$ cat src/rtl/pktwin_pkg.sv
package pktwin_pkg;

  // Register map; the address values are what the bus decodes.
  typedef enum logic [1:0] {
    REG_SEL   = 2'd0,
    REG_DATA  = 2'd1,
    REG_COUNT = 2'd2,
    REG_CTRL  = 2'd3
  } reg_addr_e;

  // Control register command bits.
  localparam int CTRL_PTR_CLR_BIT = 0;
  localparam int CTRL_OVF_CLR_BIT = 1;

endpackage

$ cat src/rtl/pktwin_rx_ctrl.sv
module pktwin_rx_ctrl #(
  parameter int NUM_EP = 3,
  parameter int DATA_W = 8,
  parameter int DEPTH  = 16,
  localparam int EP_W  = (NUM_EP > 1) ? $clog2(NUM_EP) : 1,
  localparam int AW    = (DEPTH > 1) ? $clog2(DEPTH) : 1,
  localparam int CNT_W = $clog2(DEPTH + 1)
) (
  input  logic              clk,
  input  logic              rst_n,
  input  logic              rx_valid,
  input  logic              rx_eop,
  input  logic              rx_bad,
  input  logic [EP_W-1:0]   rx_ep,
  input  logic [DATA_W-1:0] rx_data,
  output logic              store_en,
  output logic [EP_W-1:0]   store_ep,
  output logic [AW-1:0]     store_addr,
  output logic [DATA_W-1:0] store_data,
  output logic              commit_en,
  output logic [CNT_W-1:0]  commit_len
);

  // Length reached after accepting the byte at position idx, clamped to capacity.
  function automatic logic [CNT_W-1:0] len_after(input logic [CNT_W-1:0] idx);
    if (idx < CNT_W'(DEPTH)) return idx + 1'b1;
    return CNT_W'(DEPTH);
  endfunction

  logic [CNT_W-1:0] idx;
  logic             ep_ok;
  logic             room;

  assign ep_ok      = (int'(rx_ep) < NUM_EP);
  assign room       = (idx < CNT_W'(DEPTH));
  assign store_en   = rx_valid && ep_ok && room;
  assign store_ep   = rx_ep;
  assign store_addr = idx[AW-1:0];
  assign store_data = rx_data;
  assign commit_en  = rx_valid && rx_eop && !rx_bad && ep_ok;
  assign commit_len = len_after(idx);

  always_ff @(posedge clk) begin
    if (!rst_n) begin
      idx <= '0;
    end else if (rx_valid) begin
      if (rx_eop)    idx <= '0;
      else if (room) idx <= idx + 1'b1;
    end
  end

  assert_len_range_R3: assert property (@(posedge clk) disable iff (!rst_n)
    commit_en |-> (commit_len != '0) && (commit_len <= CNT_W'(DEPTH)));

  assert_idx_restart_R3: assert property (@(posedge clk) disable iff (!rst_n)
    (rx_valid && rx_eop) |=> (idx == '0));

  assert_idx_bound_R3: assert property (@(posedge clk) disable iff (!rst_n)
    idx <= CNT_W'(DEPTH));

endmodule

$ cat src/rtl/pktwin_ep_buf.sv
module pktwin_ep_buf #(
  parameter int DATA_W = 8,
  parameter int DEPTH  = 16,
  localparam int AW    = (DEPTH > 1) ? $clog2(DEPTH) : 1,
  localparam int CNT_W = $clog2(DEPTH + 1)
) (
  input  logic              clk,
  input  logic              rst_n,
  input  logic              cpu_rd,
  input  logic              cpu_wr,
  input  logic [DATA_W-1:0] cpu_wdata,
  input  logic              ptr_clr,
  input  logic              ovf_clr,
  input  logic              rx_we,
  input  logic [AW-1:0]     rx_addr,
  input  logic [DATA_W-1:0] rx_wdata,
  input  logic              rx_commit,
  input  logic [CNT_W-1:0]  rx_len,
  input  logic [AW-1:0]     peek_addr,
  output logic [DATA_W-1:0] peek_data,
  output logic [DATA_W-1:0] rd_byte,
  output logic [CNT_W-1:0]  byte_cnt,
  output logic [CNT_W-1:0]  fill,
  output logic              ovf
);

  logic [DATA_W-1:0] mem [DEPTH];
  logic [CNT_W-1:0]  rd_ptr;
  logic [CNT_W-1:0]  wr_ptr;

  // Named events used by the assertions below.
  logic rd_avail;
  logic rd_hit;
  logic wr_hit;
  logic wr_spill;
  logic ptr_restart;

  assign rd_avail    = (rd_ptr < byte_cnt);
  assign rd_hit      = cpu_rd && rd_avail;
  assign wr_hit      = cpu_wr && (wr_ptr < CNT_W'(DEPTH));
  assign wr_spill    = cpu_wr && !wr_hit;
  assign ptr_restart = rx_commit || ptr_clr;

  assign rd_byte   = rd_avail ? mem[rd_ptr[AW-1:0]] : '0;
  assign peek_data = mem[peek_addr];
  assign fill      = wr_ptr;

  always_ff @(posedge clk) begin
    if (rx_we)       mem[rx_addr]          <= rx_wdata;
    else if (wr_hit) mem[wr_ptr[AW-1:0]]   <= cpu_wdata;
  end

  always_ff @(posedge clk) begin
    if (!rst_n) begin
      rd_ptr <= '0;
      wr_ptr <= '0;
    end else if (ptr_restart) begin
      rd_ptr <= '0;
      wr_ptr <= '0;
    end else begin
      if (rd_hit) rd_ptr <= rd_ptr + 1'b1;
      if (wr_hit) wr_ptr <= wr_ptr + 1'b1;
    end
  end

  always_ff @(posedge clk) begin
    if (!rst_n)         byte_cnt <= '0;
    else if (rx_commit) byte_cnt <= rx_len;
  end

  always_ff @(posedge clk) begin
    if (!rst_n)        ovf <= 1'b0;
    else if (wr_spill) ovf <= 1'b1;
    else if (ovf_clr)  ovf <= 1'b0;
  end

  assert_no_port_clash: assert property (@(posedge clk) disable iff (!rst_n)
    !(rx_we && cpu_wr));

  assert_cnt_hold_on_cpu_R6: assert property (@(posedge clk) disable iff (!rst_n)
    ((cpu_rd || cpu_wr) && !rx_commit) |=> $stable(byte_cnt));

  assert_rd_step_R5: assert property (@(posedge clk) disable iff (!rst_n)
    (rd_hit && !ptr_restart) |=> (rd_ptr == $past(rd_ptr) + 1'b1));

  assert_rd_empty_hold_R6: assert property (@(posedge clk) disable iff (!rst_n)
    (cpu_rd && !rd_avail && !ptr_restart) |=> $stable(rd_ptr));

  assert_rd_bound_R6: assert property (@(posedge clk) disable iff (!rst_n)
    rd_ptr <= byte_cnt);

  assert_wr_bound_R8: assert property (@(posedge clk) disable iff (!rst_n)
    wr_ptr <= CNT_W'(DEPTH));

  assert_ovf_sticky_R8: assert property (@(posedge clk) disable iff (!rst_n)
    wr_spill |=> ovf);

  assert_ptr_clear_R10: assert property (@(posedge clk) disable iff (!rst_n)
    ptr_clr |=> (rd_ptr == '0) && (wr_ptr == '0));

  assert_idle_hold_R9: assert property (@(posedge clk) disable iff (!rst_n)
    (!cpu_rd && !cpu_wr && !ptr_restart) |=> ($stable(rd_ptr) && $stable(wr_ptr)));

endmodule

$ cat src/rtl/pktwin_top.sv
module pktwin_top
  import pktwin_pkg::*;
#(
  parameter int NUM_EP = 3,
  parameter int DATA_W = 8,
  parameter int DEPTH  = 16,
  localparam int EP_W  = (NUM_EP > 1) ? $clog2(NUM_EP) : 1,
  localparam int AW    = (DEPTH > 1) ? $clog2(DEPTH) : 1,
  localparam int CNT_W = $clog2(DEPTH + 1)
) (
  input  logic              clk,
  input  logic              rst_n,
  input  logic [1:0]        bus_addr,
  input  logic [DATA_W-1:0] bus_wdata,
  input  logic              bus_rd,
  input  logic              bus_wr,
  output logic [DATA_W-1:0] bus_rdata,
  input  logic              rx_valid,
  input  logic              rx_eop,
  input  logic              rx_bad,
  input  logic [EP_W-1:0]   rx_ep,
  input  logic [DATA_W-1:0] rx_data,
  input  logic [EP_W-1:0]   tx_ep,
  input  logic [AW-1:0]     tx_addr,
  output logic [DATA_W-1:0] tx_data
);

  // Status word: write pointer in the low bits, overflow flag in the top bit.
  function automatic logic [DATA_W-1:0] status_word(input logic [CNT_W-1:0] lvl,
                                                     input logic          flag);
    logic [DATA_W-1:0] w;
    w = DATA_W'(lvl);
    w[DATA_W-1] = flag;
    return w;
  endfunction

  reg_addr_e          addr;
  logic [EP_W-1:0]    sel;
  logic               sel_wr;
  logic               sel_legal;
  logic               data_rd;
  logic               data_wr;
  logic               ctrl_wr;

  logic               st_en;
  logic [EP_W-1:0]    st_ep;
  logic [AW-1:0]      st_addr;
  logic [DATA_W-1:0]  st_data;
  logic               cm_en;
  logic [CNT_W-1:0]   cm_len;

  logic [DATA_W-1:0]  rd_byte_v [NUM_EP];
  logic [DATA_W-1:0]  peek_v    [NUM_EP];
  logic [CNT_W-1:0]   cnt_v     [NUM_EP];
  logic [CNT_W-1:0]   fill_v    [NUM_EP];
  logic [NUM_EP-1:0]  ovf_v;

  assign addr      = reg_addr_e'(bus_addr);
  assign sel_legal = (bus_wdata < DATA_W'(NUM_EP));
  assign sel_wr    = bus_wr && (addr == REG_SEL);
  assign data_rd   = bus_rd && (addr == REG_DATA);
  assign data_wr   = bus_wr && (addr == REG_DATA);
  assign ctrl_wr   = bus_wr && (addr == REG_CTRL);

  always_ff @(posedge clk) begin
    if (!rst_n)                  sel <= '0;
    else if (sel_wr && sel_legal) sel <= bus_wdata[EP_W-1:0];
  end

  pktwin_rx_ctrl #(
    .NUM_EP (NUM_EP),
    .DATA_W (DATA_W),
    .DEPTH  (DEPTH)
  ) u_rx (
    .clk        (clk),
    .rst_n      (rst_n),
    .rx_valid   (rx_valid),
    .rx_eop     (rx_eop),
    .rx_bad     (rx_bad),
    .rx_ep      (rx_ep),
    .rx_data    (rx_data),
    .store_en   (st_en),
    .store_ep   (st_ep),
    .store_addr (st_addr),
    .store_data (st_data),
    .commit_en  (cm_en),
    .commit_len (cm_len)
  );

  for (genvar e = 0; e < NUM_EP; e++) begin : g_ep
    logic is_sel;
    logic is_rx;
    assign is_sel = (sel == EP_W'(e));
    assign is_rx  = (st_ep == EP_W'(e));

    pktwin_ep_buf #(
      .DATA_W (DATA_W),
      .DEPTH  (DEPTH)
    ) u_buf (
      .clk       (clk),
      .rst_n     (rst_n),
      .cpu_rd    (data_rd && is_sel),
      .cpu_wr    (data_wr && is_sel),
      .cpu_wdata (bus_wdata),
      .ptr_clr   (ctrl_wr && is_sel && bus_wdata[CTRL_PTR_CLR_BIT]),
      .ovf_clr   (ctrl_wr && is_sel && bus_wdata[CTRL_OVF_CLR_BIT]),
      .rx_we     (st_en && is_rx),
      .rx_addr   (st_addr),
      .rx_wdata  (st_data),
      .rx_commit (cm_en && is_rx),
      .rx_len    (cm_len),
      .peek_addr (tx_addr),
      .peek_data (peek_v[e]),
      .rd_byte   (rd_byte_v[e]),
      .byte_cnt  (cnt_v[e]),
      .fill      (fill_v[e]),
      .ovf       (ovf_v[e])
    );
  end

  always_ff @(posedge clk) begin
    if (!rst_n) begin
      bus_rdata <= '0;
    end else if (bus_rd) begin
      unique case (addr)
        REG_SEL:   bus_rdata <= DATA_W'(sel);
        REG_DATA:  bus_rdata <= rd_byte_v[sel];
        REG_COUNT: bus_rdata <= DATA_W'(cnt_v[sel]);
        REG_CTRL:  bus_rdata <= status_word(fill_v[sel], ovf_v[sel]);
        default:   bus_rdata <= '0;
      endcase
    end
  end

  assign tx_data = (int'(tx_ep) < NUM_EP) ? peek_v[tx_ep] : '0;

  assert_sel_legal_R2: assert property (@(posedge clk) disable iff (!rst_n)
    int'(sel) < NUM_EP);

  assert_sel_reject_R2: assert property (@(posedge clk) disable iff (!rst_n)
    (sel_wr && !sel_legal) |=> $stable(sel));

  assert_one_strobe: assert property (@(posedge clk) disable iff (!rst_n)
    !(bus_rd && bus_wr));

  assert_rdata_hold_R5: assert property (@(posedge clk) disable iff (!rst_n)
    !bus_rd |=> $stable(bus_rdata));

endmodule

$ cat config.mk
export PLATFORM = sky130hd
export DESIGN_NAME = pktwin_top
export DESIGN_NICKNAME = d
export VERILOG_FILES = /design/src/rtl/pktwin_pkg.sv /design/src/rtl/pktwin_rx_ctrl.sv /design/src/rtl/pktwin_ep_buf.sv /design/src/rtl/pktwin_top.sv
export SDC_FILE = /design/constraint.sdc
export NUM_CORES = 1
export LEC_CHECK = 0
export ABC_AREA = 1
export BUFFER_PORTS_ARGS = -buffer_cell sky130_fd_sc_hd__buf_2
export CAP_MARGIN = 20
export CELL_PAD_IN_SITES_DETAIL_PLACEMENT = 2
export CELL_PAD_IN_SITES_GLOBAL_PLACEMENT = 2
export CORE_MARGIN = 10
export CORE_UTILIZATION = 42
export DETAILED_ROUTE_END_ITERATION = 7
export GPL_TIMING_DRIVEN = 0
export PLACE_DENSITY_LB_ADDON = 0.1
export SLEW_MARGIN = 25
export SYNTH_ARGS = -nofsm -noshare
export SYNTH_HDL_FRONTEND = slang
export SYNTH_HIERARCHICAL = 1
export SYNTH_SLANG_ARGS = --single-unit
$ cat constraint.sdc
create_clock -name clk -period 7.41 [get_ports clk]
set_input_delay 1.1115 -clock clk [delete_from_list [all_inputs] [get_ports clk]]
set_output_delay 1.1115 -clock clk [all_outputs]
set_load 0.05 [all_outputs]
# After elaboration in Yosys (flattened, before gate mapping)
# Memories as Yosys holds them, arrays and structs flattened. A register that Yosys moved wholly into a read port is not among the register bits.
# Index checks and enable logic that the tools add are counted.
classes:
  add_sub_neg: 7
  order_cmp: 13
  eq_ne: 7
  mux: 59
  bitwise: 3
  n_reduce_logical: 61
ops:
  columns: ["cell", "count"]
  rows:
  - ["$mux 8", 11]
  - ["$logic_and 1x1->1", 40]
  - ["$mux 4", 9]
  - ["$add 5x1->5 const B", 7]
  - ["$mux 5", 7]
  - ["$bmux 8 s2", 2]
  - ["$pmux 8 s4", 1]
  - ["$mux 1", 26]
  - ["$reduce_or 8->1", 3]
  - ["$bmux 5 s2", 2]
  - ["$lt 5x5->1 const B", 4]
  - ["$lt 5x5->1", 3]
  - ["$eq 2x2->1 const B", 4]
  - ["$lt 8x2->1 const B", 1]
  - ["$reduce_bool 2->1", 4]
  - ["$eq 2x1->1 const B", 3]
  - ["$ge 3x3->1 const B", 2]
  - ["$logic_not 2->1", 3]
  - ["$not 2->3", 2]
  - ["$reduce_or 2->1", 3]
  - ["$logic_not 1->1", 4]
  - ["$lt 2x2->1 const B", 2]
  - ["$logic_or 1x1->1", 3]
  - ["$lt 2x3->1 const B", 1]
  - ["other kinds (3)", 3]
totals:
  ff_bits: 63
  mem_bits_rw: 384
  input_bits: 33
  out_inout_bits: 16
  elab_cells: 168
  memories: 3
memory_table:
  columns: ["memory", "words", "word_bits", "read_ports", "rd_ports_with_merged_regs", "wr", "line", "source"]
  rows:
  - ["g_ep[0].u_buf.mem", 16, 8, 2, 1, 1, "pktwin_ep_buf.sv:27", "logic [DATA_W-1:0] mem [DEPTH];"]
  - ["g_ep[1].u_buf.mem", 16, 8, 2, 1, 1, "pktwin_ep_buf.sv:27", null]
  - ["g_ep[2].u_buf.mem", 16, 8, 2, 1, 1, "pktwin_ep_buf.sv:27", null]

# Depth between registers and ports, before layout
logic_depth:
  depth_word: 9
  mapped_depth: 16
  mapped_depth_nobuf: 14

# Hierarchy
# The synthesis kept the hierarchy.
modules_own_cells:
  columns: ["mod", "instances", "cells_per_inst", "area_each_um2", "seq_area_each_um2"]
  rows:
  - ["pktwin_ep_buf at g_ep[1].u_buf ...", 2, 883, 7638.6, 4244.1]
  - ["pktwin_ep_buf at g_ep[0].u_buf", 1, 883, 7672.4, 4244.1]
  - ["pktwin_top", 1, 253, 1377.6, 200.2]
  - ["pktwin_rx_ctrl", 1, 61, 429.2, 100.1]

# Least setup slack after synthesis
# Ideal clock, no wire load.
synth_timing:
  kind: "in2out"
  start: "in tx_addr[0]"
  end: "out tx_data[0]"
  arrival_time_ps: 3170
  t_required_ps: 6298
  path_slack_ps: 3128
  cell_stages: 9
  path_buffers: 3
  cell_sequence: "buf_2 buf_2 buf_2 a21oi_1 o21ai_0 nand3_1 nand2_1 nor2_1 o31ai_1"
synth_rtl:
  columns: ["item", "line", "source"]
  rows:
  - ["start: declaration", "pktwin_top.sv:24", "input logic [AW-1:0] tx_addr,"]
  - ["end: declaration", "pktwin_top.sv:25", "output logic [DATA_W-1:0] tx_data"]

==> out/qor.yml <==
synth_area_per_cell_um2: 8.355
synthSimpleGateAreaFrac_pct: 24.93
syn-cell-area_um2: 24760
holdCritPathClass: "reg -> reg"
ant_nets: 0
vias: 23460
worstMarginPinSlew_ps: 1079
insertion_delay_ps: 640
area_growth_pct: 11.64
power_leakage_nw: 11.07
grt_overflow: 0
num_io_pins: 49
drtPass1Iterations: 5
final_area_um2: 27640
drv_slew: 0
setup_viol: 0
slowest_delay_ps: 720
numPortBuffers: 34
power_density_nw_per_um2: 216.6
synth_flop_cell: "edfxtp_1"
fin_crit_sh_pct: 65.72
die_area_um2: 69050
synth_seq_area_share_pct: 52.64
cts.sinks: 459
grt-busiest-layer: "met2"
grt_pass1_wl_um: 165900
grt.total_usage_pct: 31.68
syn_nets: 3016
ir_worst_vdd_uv: 184.1
synth_warnings: 6
die_height_um: 262.8
start_kind: "input port"
htree_num_levels: 2
grtUsageMet2_pct: 53.39
critical_path.top_delay_family: "buffers and inverters"
place_area_um2: 25920
slew_headroom_pct: 27.77
vias_per_cell: 6.082
synthMuxAreaShare_pct: 1.092
critPathBufInv: 4
grt_max_degree: 25
drtIter0Drc: 2588
rsz0062_at_grt: "no"
synth_adder_area_share_pct: 1.011
status: "finished, final reports clean"
clock.fmax_ghz: 0.2053
holdWs_ps: 467.6
drc_errors: 0
grt_pass1_vias: 25590
netlist_instances: 2963
synth_compound_area_share_pct: 10.93
critPathKind: "in -> out"
cts_tree: "done"
crit_path_end_kind: "output port"
p_total_mw: 5.987
wl_um: 113100
ys_seq_elements: 459
finish.utilization_pct: 47.63
yosys.area_share.xor_xnor_pct: 0.03538
clockBufferDepth: 3
crit_chain: "buf_2, clkbuf_1, buf_1, nand3_1, nand3_1, nand2_1, nor2_1, o31ai_1, buf_2"
core_area_um2: 58030
root_buffer: "clkbuf_16"
grt_use_met3_pct: 5.639
synth_top_family_by_area: "simple AND/OR/NAND/NOR gates"
wire_per_inst_um: 29.32
clk_pin_slew_ps: 60
met1_usage_pct: 38.27
drive_above_1_share_pct: 9.414
fin_crit_ps: 4870
yosysUniqueCellTypes: 39
finalSetupTns_ps: 0
cap_violations: 0
antenna_found_initial: 2
synth-async-reset-ratio_pct: 0
fillCellCount: 6428
required_ps: 6300
crit_arrival_ps: 3760
ctsHoldBuffers: 0
post_cts_buffers: 0
gp_congestion: 0.9281
start_util_pct: 42.66
skew_ps: 33.43
synth_edf_count: 384
timing_hold_violations_final: 0
slowest_stage: "clkbuf_1"
rows: 88
critPathMaxFanout: 12
nets: 3106
ctsResizeCount: 0
cts_buffers: 53
hpwl_um: 80330
fp.dieW_um: 262.8
[metal layers]
layer	routed length [µm]	vias up
li1	-	10130
met1	44640	11960
met2	54100	1049
met3	8241	324
met4	6124	0
met5	0	-
[worst reg2reg max path, cell delays in order, from the launching register on]
cell and delay (ps):
dfxtp_1 310, buf_6 140, nor2_1 100, inv_1 70
nor3_1 630, inv_1 200, nand2_4 170, nand2_1 70
o21ai_1 230, nand2_1 350, nor2_1 850
[logic make-up (layout without fill, tap and decap cells)]
| kind of cell | Yosys count | count (layout) |
|---|---|---|
| flops | 459 | 459 |
| compound gates | 485 | 485 |
| fa+ha+maj | 20 | 20 |
| simple gates | 1434 | 1434 |
| buf+inv | 540 | 668 |
| other cells | 0 | 1 |
| xor+xnor | 1 | 1 |
| mux | 24 | 24 |
[sequential cells by signal, indices dropped and copies added (netlist names), named ones only]
register             cells
g_ep.u_buf/byte_cnt     15
u_rx/idx                 5
g_ep.u_buf/ovf           3
g_ep.u_buf/rd_ptr       15
g_ep.u_buf/fill         15
bus_rdata                8
g_ep.u_buf/mem         384
sel                      2
[cells in the final DEF, fill, tap and decap left out, types with 6 or more instances in the layout]
cell	netlist	final
a21oi_1	193	193
a21oi_2	7	7
buf_1	8	8
buf_2	54	88
buf_4	28	29
buf_6	13	13
bufinv_16	0	6
clkbuf_1	74	87
clkbuf_16	0	54
clkinv_1	3	10
clkinvlp_4	0	7
dfxtp_1	75	75
edfxtp_1	384	384
ha_1	20	20
inv_1	348	348
inv_2	9	9
mux2_2	24	24
nand2_1	703	703
nand2_2	9	9
nand3_1	438	438
nand4_1	12	12
nor2_1	220	214
nor2_2	0	6
nor3_1	29	23
nor3_2	1	7
o211ai_1	75	75
o21ai_0	188	188
o21ai_1	6	6
o31ai_1	8	8
[area by class of cell]
cell class              instances  area [µm²]  share of cell area, %
repair buffers                 35       177.7                 0.6428
inverters                     362        1369                  4.952
multi-input cells            1964        9452                  34.20
clock buffers                  67        1400                  5.066
clock inverters                26       300.3                  1.086
flip-flops and latches        459       13030                  47.15
plain buffers                 178       948.4                  3.431
diodes                          1       2.502               0.009054
well taps                     765       957.2                  3.463
[where the power goes]
group	total (mW)	leakage [nW]	internal, mW	switching [mW]
clock network	2.67	0.804	1.54	1.13
logic	0.501	6.20	0.110	0.391
registers	2.82	4.06	2.81	0.00714
total	5.99	11.1	4.46	1.53
[through the flow]
stage / setup WS (ps) / cells
floorplan: 3128 / 2963
global placement: 2715 / 3762
detailed placement: 2727 / 3763
CTS: 2690 / 3856
global route: 2554 / 3856
finish: 2540 / 3857
[synth_stat cells (6+ instances only)]
| cell | instances | share of area [%] |
|---|---|---|
| nand4_1 | 12 | 0.30 |
| edfxtp_1 | 384 | 47 |
| nand3_1 | 438 | 8.9 |
| buf_2 | 54 | 1.1 |
| a21oi_2 | 7 | 0.25 |
| a21oi_1 | 193 | 3.9 |
| clkbuf_1 | 74 | 1.1 |
| nor3_1 | 29 | 0.59 |
| nand2_2 | 9 | 0.23 |
| buf_1 | 8 | 0.12 |
| ha_1 | 20 | 1.0 |
| dfxtp_1 | 75 | 6.1 |
| o21ai_0 | 188 | 3.8 |
| buf_4 | 28 | 0.85 |
| inv_2 | 9 | 0.14 |
| o21ai_1 | 6 | 0.12 |
| mux2_2 | 24 | 1.1 |
| buf_6 | 13 | 0.59 |
| o31ai_1 | 8 | 0.24 |
| nand2_1 | 703 | 11 |
| o211ai_1 | 75 | 2.3 |
| inv_1 | 348 | 5.3 |
| nor2_1 | 220 | 3.3 |
[worst paths after layout]
check | cells after the start | to | slack (ps) | from
max reg2reg | 10 | g_ep[1].u_buf/mem[12][4]$_DFFE_PP_ | 3920 | u_rx/idx[4]$_SDFFE_PN0P_
max | 9 | tx_data[6] | 2540 | tx_addr[2]
min | 2 | bus_rdata[2]$_SDFFE_PN0P_ | 470 | bus_rdata[2]$_SDFFE_PN0P_
min reg2reg | 2 | bus_rdata[2]$_SDFFE_PN0P_ | 470 | bus_rdata[2]$_SDFFE_PN0P_
Note: power is estimated with default switching activity, not from simulation.
